`src/rtl/mmu_pkg.sv`:
```
package mmu_pkg;
  localparam int SLOT_W = 4;
  localparam int NSLOT  = 1 << SLOT_W;

  localparam logic [SLOT_W-1:0] SL_CFG   = 4'd0;
  localparam logic [SLOT_W-1:0] SL_PRE_LO = 4'd1;
  localparam logic [SLOT_W-1:0] SL_PRE_HI = 4'd4;
  localparam logic [SLOT_W-1:0] SL_MODE  = 4'd5;
  localparam logic [SLOT_W-1:0] SL_RAM   = 4'd6;
  localparam logic [SLOT_W-1:0] SL_P0L   = 4'd7;
  localparam logic [SLOT_W-1:0] SL_P0H   = 4'd8;
  localparam logic [SLOT_W-1:0] SL_P1L   = 4'd9;
  localparam logic [SLOT_W-1:0] SL_P1H   = 4'd10;
  localparam logic [SLOT_W-1:0] SL_VER   = 4'd11;

  localparam int CFG_IO_BIT      = 0;
  localparam int MODE_CPU_BIT    = 0;
  localparam int MODE_FSD_BIT    = 3;
  localparam int MODE_COMPAT_BIT = 6;
endpackage

```
`src/rtl/mmu_win_decode.sv`:
```
module mmu_win_decode
  import mmu_pkg::*;
#(
  parameter int ADDR_W = 16,
  parameter logic [ADDR_W-1:0] WIN_BASE = 16'hD500,
  parameter int WIN_SLOTS = 12,
  parameter logic [ADDR_W-1:0] MIR_BASE = 16'hFF00,
  parameter int MIR_SLOTS = 5
) (
  input  logic              clk,
  input  logic              rst_n,
  input  logic [ADDR_W-1:0] addr,
  input  logic              io_off,
  input  logic              compat,
  output logic              win_hit,
  output logic              mir_hit,
  output logic [SLOT_W-1:0] slot
);
  logic [ADDR_W-1:0] woff, moff;

  always_comb begin
    woff    = addr - WIN_BASE;
    moff    = addr - MIR_BASE;
    win_hit = !compat && !io_off && (addr >= WIN_BASE) && (woff < ADDR_W'(WIN_SLOTS));
    mir_hit = !compat && (addr >= MIR_BASE) && (moff < ADDR_W'(MIR_SLOTS));
    slot    = win_hit ? woff[SLOT_W-1:0] : moff[SLOT_W-1:0];
  end

  a_r3_io_closed: assert property (@(posedge clk) disable iff (!rst_n)
    io_off |-> !win_hit);
  a_r2_no_hit: assert property (@(posedge clk) disable iff (!rst_n)
    compat |-> !(win_hit || mir_hit));
endmodule

```
`src/rtl/mmu_reg_file.sv`:
```
module mmu_reg_file
  import mmu_pkg::*;
#(
  parameter int DATA_W = 8
) (
  input  logic                         clk,
  input  logic                         rst_n,
  input  logic                         wr_en,
  input  logic                         win_hit,
  input  logic                         mir_hit,
  input  logic [SLOT_W-1:0]            slot,
  input  logic [DATA_W-1:0]            wdata,
  output logic [NSLOT-1:0][DATA_W-1:0] file,
  output logic                         cpu_sel_q,
  output logic                         fsdir_q
);
  localparam logic [DATA_W-1:0] MASK7   = DATA_W'(8'h7F);
  localparam logic [DATA_W-1:0] RAMMASK = DATA_W'(8'h4F);
  localparam logic [DATA_W-1:0] P1_INIT = DATA_W'(1);

  logic stage0, stage1;
  logic win_we, mir_we, mode_we;
  logic [DATA_W-1:0] preset_sel;

  assign win_we     = wr_en && win_hit;
  assign mir_we     = wr_en && mir_hit;
  assign mode_we    = win_we && (slot == SL_MODE);
  assign preset_sel = file[slot];

  always_ff @(posedge clk or negedge rst_n) begin
    if (!rst_n) begin
      file         <= '0;
      file[SL_P1L] <= P1_INIT;
      stage0       <= 1'b0;
      stage1       <= 1'b0;
    end else if (win_we) begin
      if (slot == SL_CFG || (slot >= SL_PRE_LO && slot <= SL_PRE_HI))
        file[slot] <= wdata & MASK7;
      else if (slot == SL_RAM)
        file[slot] <= wdata & RAMMASK;
      else if (slot == SL_P0H)
        stage0 <= wdata[0];
      else if (slot == SL_P1H)
        stage1 <= wdata[0];
      else if (slot == SL_P0L) begin
        file[SL_P0L] <= wdata;
        file[SL_P0H] <= DATA_W'(stage0);
      end else if (slot == SL_P1L) begin
        file[SL_P1L] <= wdata;
        file[SL_P1H] <= DATA_W'(stage1);
      end else
        file[slot] <= wdata;
    end else if (mir_we) begin
      if (slot == SL_CFG) file[SL_CFG] <= wdata & MASK7;
      else                file[SL_CFG] <= preset_sel & MASK7;
    end
  end

  always_ff @(posedge clk or negedge rst_n) begin
    if (!rst_n) begin
      cpu_sel_q <= 1'b0;
      fsdir_q   <= 1'b0;
    end else if (mode_we) begin
      if (wdata[MODE_CPU_BIT] != file[SL_MODE][MODE_CPU_BIT]) cpu_sel_q <= wdata[MODE_CPU_BIT];
      if (wdata[MODE_FSD_BIT] != file[SL_MODE][MODE_FSD_BIT]) fsdir_q   <= wdata[MODE_FSD_BIT];
    end
  end

  a_r2_compat_hold: assert property (@(posedge clk) disable iff (!rst_n)
    file[SL_MODE][MODE_COMPAT_BIT] |=> $stable(file));
  a_r8_high_deferred: assert property (@(posedge clk) disable iff (!rst_n)
    (win_we && slot == SL_P0H) |=> $stable(file[SL_P0H]));
  a_r9_preset_load: assert property (@(posedge clk) disable iff (!rst_n)
    (mir_we && slot != SL_CFG) |=> (file[SL_CFG] == ($past(preset_sel) & MASK7)));
  a_r10_flags_hold: assert property (@(posedge clk) disable iff (!rst_n)
    !mode_we |=> ($stable(cpu_sel_q) && $stable(fsdir_q)));
  a_r10_flags_track: assert property (@(posedge clk) disable iff (!rst_n)
    mode_we |=> (cpu_sel_q == file[SL_MODE][MODE_CPU_BIT] && fsdir_q == file[SL_MODE][MODE_FSD_BIT]));
endmodule

```
`src/rtl/mmu_read_mux.sv`:
```
module mmu_read_mux
  import mmu_pkg::*;
#(
  parameter int DATA_W = 8,
  parameter logic [DATA_W-1:0] VERSION = 8'h20
) (
  input  logic                         clk,
  input  logic                         rst_n,
  input  logic [NSLOT-1:0][DATA_W-1:0] file,
  input  logic                         win_hit,
  input  logic                         mir_hit,
  input  logic [SLOT_W-1:0]            slot,
  input  logic [DATA_W-1:0]            bus_in,
  input  logic                         cart_game,
  input  logic                         cart_exrom,
  input  logic                         width_sense,
  output logic [DATA_W-1:0]            rdata
);
  localparam logic [DATA_W-1:0] CFG_SET  = DATA_W'(8'h80);
  localparam logic [DATA_W-1:0] MODE_SET = DATA_W'(8'h06);

  logic [DATA_W-1:0] pin_mask;

  always_comb begin
    pin_mask    = '1;
    pin_mask[4] = cart_game;
    pin_mask[5] = cart_exrom;
    pin_mask[7] = width_sense;
    if (win_hit) begin
      if (slot == SL_CFG)       rdata = file[SL_CFG] | CFG_SET;
      else if (slot == SL_MODE) rdata = (file[SL_MODE] | MODE_SET) & pin_mask;
      else if (slot == SL_VER)  rdata = VERSION;
      else                      rdata = file[slot];
    end else if (mir_hit) begin
      if (slot == SL_CFG) rdata = file[SL_CFG] | CFG_SET;
      else                rdata = file[slot];
    end else
      rdata = bus_in;
  end

  a_r7_version: assert property (@(posedge clk) disable iff (!rst_n)
    (win_hit && slot == SL_VER) |-> rdata == VERSION);
  a_r3_passthru: assert property (@(posedge clk) disable iff (!rst_n)
    (!win_hit && !mir_hit) |-> rdata == bus_in);
  a_r4_cfg_msb: assert property (@(posedge clk) disable iff (!rst_n)
    ((win_hit || mir_hit) && slot == SL_CFG) |-> rdata[7]);
endmodule

```
`src/rtl/mmu_bank_regs.sv`:
```
module mmu_bank_regs
  import mmu_pkg::*;
#(
  parameter int ADDR_W = 16,
  parameter int DATA_W = 8,
  parameter logic [ADDR_W-1:0] WIN_BASE = 16'hD500,
  parameter logic [ADDR_W-1:0] MIR_BASE = 16'hFF00,
  parameter logic [DATA_W-1:0] VERSION  = 8'h20
) (
  input  logic              clk,
  input  logic              rst_n,
  input  logic [ADDR_W-1:0] addr,
  input  logic              wr_en,
  input  logic [DATA_W-1:0] wdata,
  input  logic [DATA_W-1:0] bus_in,
  input  logic              cart_game,
  input  logic              cart_exrom,
  input  logic              width_sense,
  output logic [DATA_W-1:0] rdata,
  output logic [DATA_W-1:0] cfg_o,
  output logic [DATA_W-1:0] mode_o,
  output logic [DATA_W-1:0] ramcfg_o,
  output logic [DATA_W:0]   page0_o,
  output logic [DATA_W:0]   page1_o,
  output logic              cpu_sel,
  output logic              fsdir
);
  localparam int WIN_SLOTS = int'(SL_VER) + 1;
  localparam int MIR_SLOTS = int'(SL_PRE_HI) + 1;

  logic [NSLOT-1:0][DATA_W-1:0] file;
  logic win_hit, mir_hit;
  logic [SLOT_W-1:0] slot;

  mmu_win_decode #(
    .ADDR_W(ADDR_W), .WIN_BASE(WIN_BASE), .WIN_SLOTS(WIN_SLOTS),
    .MIR_BASE(MIR_BASE), .MIR_SLOTS(MIR_SLOTS)
  ) u_dec (
    .clk(clk), .rst_n(rst_n), .addr(addr),
    .io_off(file[SL_CFG][CFG_IO_BIT]),
    .compat(file[SL_MODE][MODE_COMPAT_BIT]),
    .win_hit(win_hit), .mir_hit(mir_hit), .slot(slot)
  );

  mmu_reg_file #(.DATA_W(DATA_W)) u_file (
    .clk(clk), .rst_n(rst_n), .wr_en(wr_en), .win_hit(win_hit),
    .mir_hit(mir_hit), .slot(slot), .wdata(wdata), .file(file),
    .cpu_sel_q(cpu_sel), .fsdir_q(fsdir)
  );

  mmu_read_mux #(.DATA_W(DATA_W), .VERSION(VERSION)) u_rd (
    .clk(clk), .rst_n(rst_n), .file(file), .win_hit(win_hit),
    .mir_hit(mir_hit), .slot(slot), .bus_in(bus_in),
    .cart_game(cart_game), .cart_exrom(cart_exrom),
    .width_sense(width_sense), .rdata(rdata)
  );

  assign cfg_o    = file[SL_CFG];
  assign mode_o   = file[SL_MODE];
  assign ramcfg_o = file[SL_RAM];
  assign page0_o  = {file[SL_P0H][0], file[SL_P0L]};
  assign page1_o  = {file[SL_P1H][0], file[SL_P1L]};
endmodule

```
`config.mk`:
```
export PLATFORM = sky130hd
export DESIGN_NAME = mmu_bank_regs
export DESIGN_NICKNAME = d
export VERILOG_FILES = /design/src/rtl/mmu_pkg.sv /design/src/rtl/mmu_win_decode.sv /design/src/rtl/mmu_reg_file.sv /design/src/rtl/mmu_read_mux.sv /design/src/rtl/mmu_bank_regs.sv
export SDC_FILE = /design/constraint.sdc
export NUM_CORES = 1
export LEC_CHECK = 0
export CORE_MARGIN = 1
export CORE_UTILIZATION = 45
export DETAILED_ROUTE_END_ITERATION = 10
export DONT_BUFFER_PORTS = 1
export SLEW_MARGIN = 20
export SYNTH_ARGS = -nofsm -noshare
export SYNTH_HDL_FRONTEND = slang
export SYNTH_HIERARCHICAL = 1
export SYNTH_SLANG_ARGS = --single-unit
```
`constraint.sdc`:
```
create_clock -name clk -period 5.6 [get_ports clk]
set_input_delay 0.28 -clock clk [delete_from_list [all_inputs] [get_ports clk]]
set_output_delay 0.28 -clock clk [all_outputs]
set_load 0.02 [all_outputs]
```
==> metrics.txt <==
Chip Height between 100 and 150 um; Final Critical Period ~3.5 ns; area used by sequential logic in the layout ~0.0033 mm2; Worst setup endpoint rdata[4]; outcome finished, final reports clean; count of vias placed by the detailed router about 5,500; grt total ovfl 0; Tightest Pin Transition 0.8579 ns; vias in the first global route roughly 5,600; total CTS buffers 17; detailed router's first-iteration violation count between 400 and 500; met2 Use GR between 30% and 40%; aggregate routed wire length 22,480 um; Levels on crit path 8; antenna violations before repair 0; post-DR wirelength/cell 26.95 um; I/O pins 90; largest net degree at the start of global routing about 130; GRT Total Usage a little over a quarter; adder and majority gate portion of the synthesized area 0%; GR peak layer met2; post-synthesis sequential element count around 130; count of buffers added by post-CTS timing repair for setup 0; startpoint types flip-flop; leakage power total between 3 and 4 nW; Pins Over Slew Limit 0; syn nets approximately 650; most common library cell in the layout ignoring fill and taps sky130_fd_sc_hd__dfrtp_1; sequential element share of the synthesized area between 40% and 50%; vias per cell 6.639; final setup vio count 0; power per cell area around 250 mW/mm2; final core area utilization about 51%; r2r setup slk 2.55 ns; placeable core region ~0.017 mm2; Crit path required time 5.32 ns; share of flip-flops with an asynchronous set or reset after synthesis between 90% and 100%; Max Fclk between 200 and 300 MHz; kind of end point of the critical path primary output; Syn Area/Cell between 10 and 15 um2; antenna violation net count after detailed routing 0; critical path startpoint u_file/file[46]$_DFFE_PN0P_; simple-gate area share of the yosys netlist around 13%; Area Growth Syn to Fin 9.714%; wire length of the first global-routing pass approximately 34,000 um; met3 routing resource usage after global routing between 7 and 8%; count of placed standard cells including taps 783; count of flip-flops with a built-in enable after synthesis 0; reg-to-reg endpoint u_file/file[4]$_DFFE_PN0P_; Worst Skew 0.009046 ns; final hold violation count 0; Total Die Area approximately 0.018 mm2; clock latency on the worst-skew pair 0.42 ns; Yosys warning count 6; fraction of the cycle the final worst path needs 62.14%; master cell of the clock root buffer sky130_fd_sc_hd__clkbuf_16; overall die width around 130 um; xor and xnor area share after synthesis 0%; path category of the worst min-delay check in -> reg; Post-synth top flop sky130_fd_sc_hd__dfrtp_1; post-layout total power ~2.2 mW; cell with the largest stage delay on the worst path sky130_fd_sc_hd__or3b_1; clock tree from TritonCTS yes; half-perimeter wire length after detailed placement roughly 14,000 um; number of design rule violations left after detail routing 0; setup repair after global routing missed its margin false; initial core utilization a little under half; routability-driven placement congestion ratio ~0.86; Fin Setup TNS 0 ns; cell depth of the worst flop-to-flop path 9; row cnt 47; crit-path max cell delay 0.55 ns; area occupied by multi-input gates about 0.0042 mm2; IR Drop Worst-Case VDD between 0.15 and 0.2 mV; Bufs on Longest Clock Path 2; Netlist cell types 72; share of synthesized area spent on multiplexers between 30% and 40%; cell type group with the largest total delay on the critical path simple AND/OR/NAND/NOR gates; register clock-pin slew on the reported worst setup and hold paths 0.06 ns; number of cells traversed by the worst hold path 1; synthesized netlist cell count just over 600; relative max-transition margin 42.59%; number of fillers in the final layout around 1,500; # H-tree levels 4; chain of cells forming the critical path and4bb_2 -> nand4_1 -> nor2_2 -> buf_4 -> or3b_1 -> a21oi_1 -> a211oi_2 -> a22oi_1; CP bufs+invs 1; final-stage net count between 600 and 700; post-synthesis compound-gate area fraction under 10%; layout cells sized above 1 34.36%; CP Data Arrival Time between 3 and 4 ns; length of the first detailed-routing pass in iterations 5; top fanout value on the critical path 27; Worst R2R Start u_file/file[46]$_DFFE_PN0P_; met1 Use GR about 36%; number of max-cap violations 0; number of standard cells in the final layout excluding fillers around 830; critical path type reg -> out; # port buffers 0; # clock sinks between 100 and 150; most frequent cells in the layout 131 x sky130_fd_sc_hd__dfrtp_1, 103 x sky130_fd_sc_hd__mux2_2, 43 x sky130_fd_sc_hd__mux4_2; Antenna Diode Count 0; combined area of all synthesized cells 0.007844 mm2; largest family of logic cells by synthesized area multiplexers
==> registers in the layout (all words and copies together), names as in the netlist, named ones only <==
register and count:
u_file/stage1 1, u_file/cpu_sel_q 1, u_file/stage0 1, u_file/file 118, u_file/fsdir_q 1
==> power by group <==
| part | internal (mW) | switching, mW | leakage, nW |
|---|---|---|---|
| clock | 0.696 | 0.426 | 0.274 |
| combinational | 0.0448 | 0.0599 | 1.64 |
| sequential | 0.954 | 0.000669 | 1.84 |
| total | 1.70 | 0.486 | 3.75 |
==> synth_stat cells (2+ instances only) <==
library cell                 n  area (um2)
sky130_fd_sc_hd__dfrtp_1   131        3278
sky130_fd_sc_hd__mux2_2    103        1160
sky130_fd_sc_hd__mux4_2     43       968.4
sky130_fd_sc_hd__nor2b_1    36       225.2
sky130_fd_sc_hd__nand2_1    24       90.09
sky130_fd_sc_hd__nor2_1     21       78.83
sky130_fd_sc_hd__a21oi_1    18       90.09
sky130_fd_sc_hd__a22oi_1    16       120.1
sky130_fd_sc_hd__nand3_1    16       80.08
sky130_fd_sc_hd__buf_2      14       70.07
sky130_fd_sc_hd__clkbuf_1   14       52.55
sky130_fd_sc_hd__a31oi_1    11       68.82
sky130_fd_sc_hd__buf_6      11       123.9
sky130_fd_sc_hd__buf_4      10       75.07
sky130_fd_sc_hd__mux2_1     10       112.6
sky130_fd_sc_hd__nor3_1      8       40.04
sky130_fd_sc_hd__mux2i_1     7       70.07
sky130_fd_sc_hd__mux4_1      7       183.9
sky130_fd_sc_hd__o21ai_0     7       35.03
sky130_fd_sc_hd__nand4_1     6       37.54
sky130_fd_sc_hd__nor2_4      6       67.56
sky130_fd_sc_hd__o22ai_1     6       37.54
sky130_fd_sc_hd__a221oi_1    5       43.79
sky130_fd_sc_hd__and2_1      5       31.28
sky130_fd_sc_hd__inv_1       5       18.77
sky130_fd_sc_hd__nand2b_1    5       31.28
sky130_fd_sc_hd__a31o_1      4       35.03
sky130_fd_sc_hd__o32a_1      4       40.04
sky130_fd_sc_hd__a21o_1      3       22.52
sky130_fd_sc_hd__nand2_2     3       18.77
sky130_fd_sc_hd__nor2_2      3       18.77
sky130_fd_sc_hd__o21a_1      3       22.52
sky130_fd_sc_hd__a211oi_1    2       15.01
sky130_fd_sc_hd__a211oi_2    2       25.02
sky130_fd_sc_hd__nor3b_1     2       15.01
sky130_fd_sc_hd__nor4b_1     2       17.52
sky130_fd_sc_hd__o21ai_1     2       10.01
sky130_fd_sc_hd__or3b_1      2       17.52
==> per-stage QoR <==
stage / setup slack [ns] / area, um2 / hold slack, ns
after floorplan: 2.797 / 7844 / -0.01559
after global placement: 2.662 / 7799 / -0.008090
after detailed placement: 2.602 / 7799 / -0.008337
after CTS: 2.156 / 8576 / 0.0001506
after global routing: 1.942 / 8606 / 0.0004731
final: 2.120 / 8606 / 0.01703
==> worst min-delay path by stage <==
| stage | start | end | slack, ns |
|---|---|---|---|
| floorplan | rst_n | asynchronous set/reset pin | -0.02 |
| global placement | rst_n | u_file/file[77]$_DFFE_PN0P_ | -0.008 |
| detailed placement | rst_n | u_file/file[77]$_DFFE_PN0P_ | -0.008 |
| CTS | wdata[1] | u_file/file[89]$_DFFE_PN0P_ | 0.0002 |
| global route | wdata[3] | u_file/file[43]$_DFFE_PN0P_ | 0.0005 |
| finish | wdata[0] | u_file/file[24]$_DFFE_PN0P_ | 0.02 |
==> metal layers <==
metal	up-vias	wire (um)	part of all wire (%)
li1	2329	-	-
met5	-	0	0
met3	30	2048	9.1
met4	0	381	1.7
met1	2890	9647	43
met2	288	10400	46
==> timing repair <==
action                                 CTS  global route
endpoints found under the hold margin  186             3
resized for setup                        0             0
hold buffers                            17             3
==> logic make-up (layout without fill, tap and decap cells) <==
logic type,after synthesis,count (layout)
mux,171,171
compound gates,95,95
buf+inv,56,59
flops,132,132
simple gates,157,157
==> area by class of cell <==
cell class                      instances  share of cell area (%)
Clock buffer                           18                   4.987
Sequential cell                       132                   38.40
Tap cell                              220                   3.199
Inverter                                5                  0.2181
Clock inverter                         13                   1.861
Timing Repair Buffer                   23                   2.792
Multi-Input combinational cell        423                   48.55
Note: power is estimated with default switching activity, not from simulation.
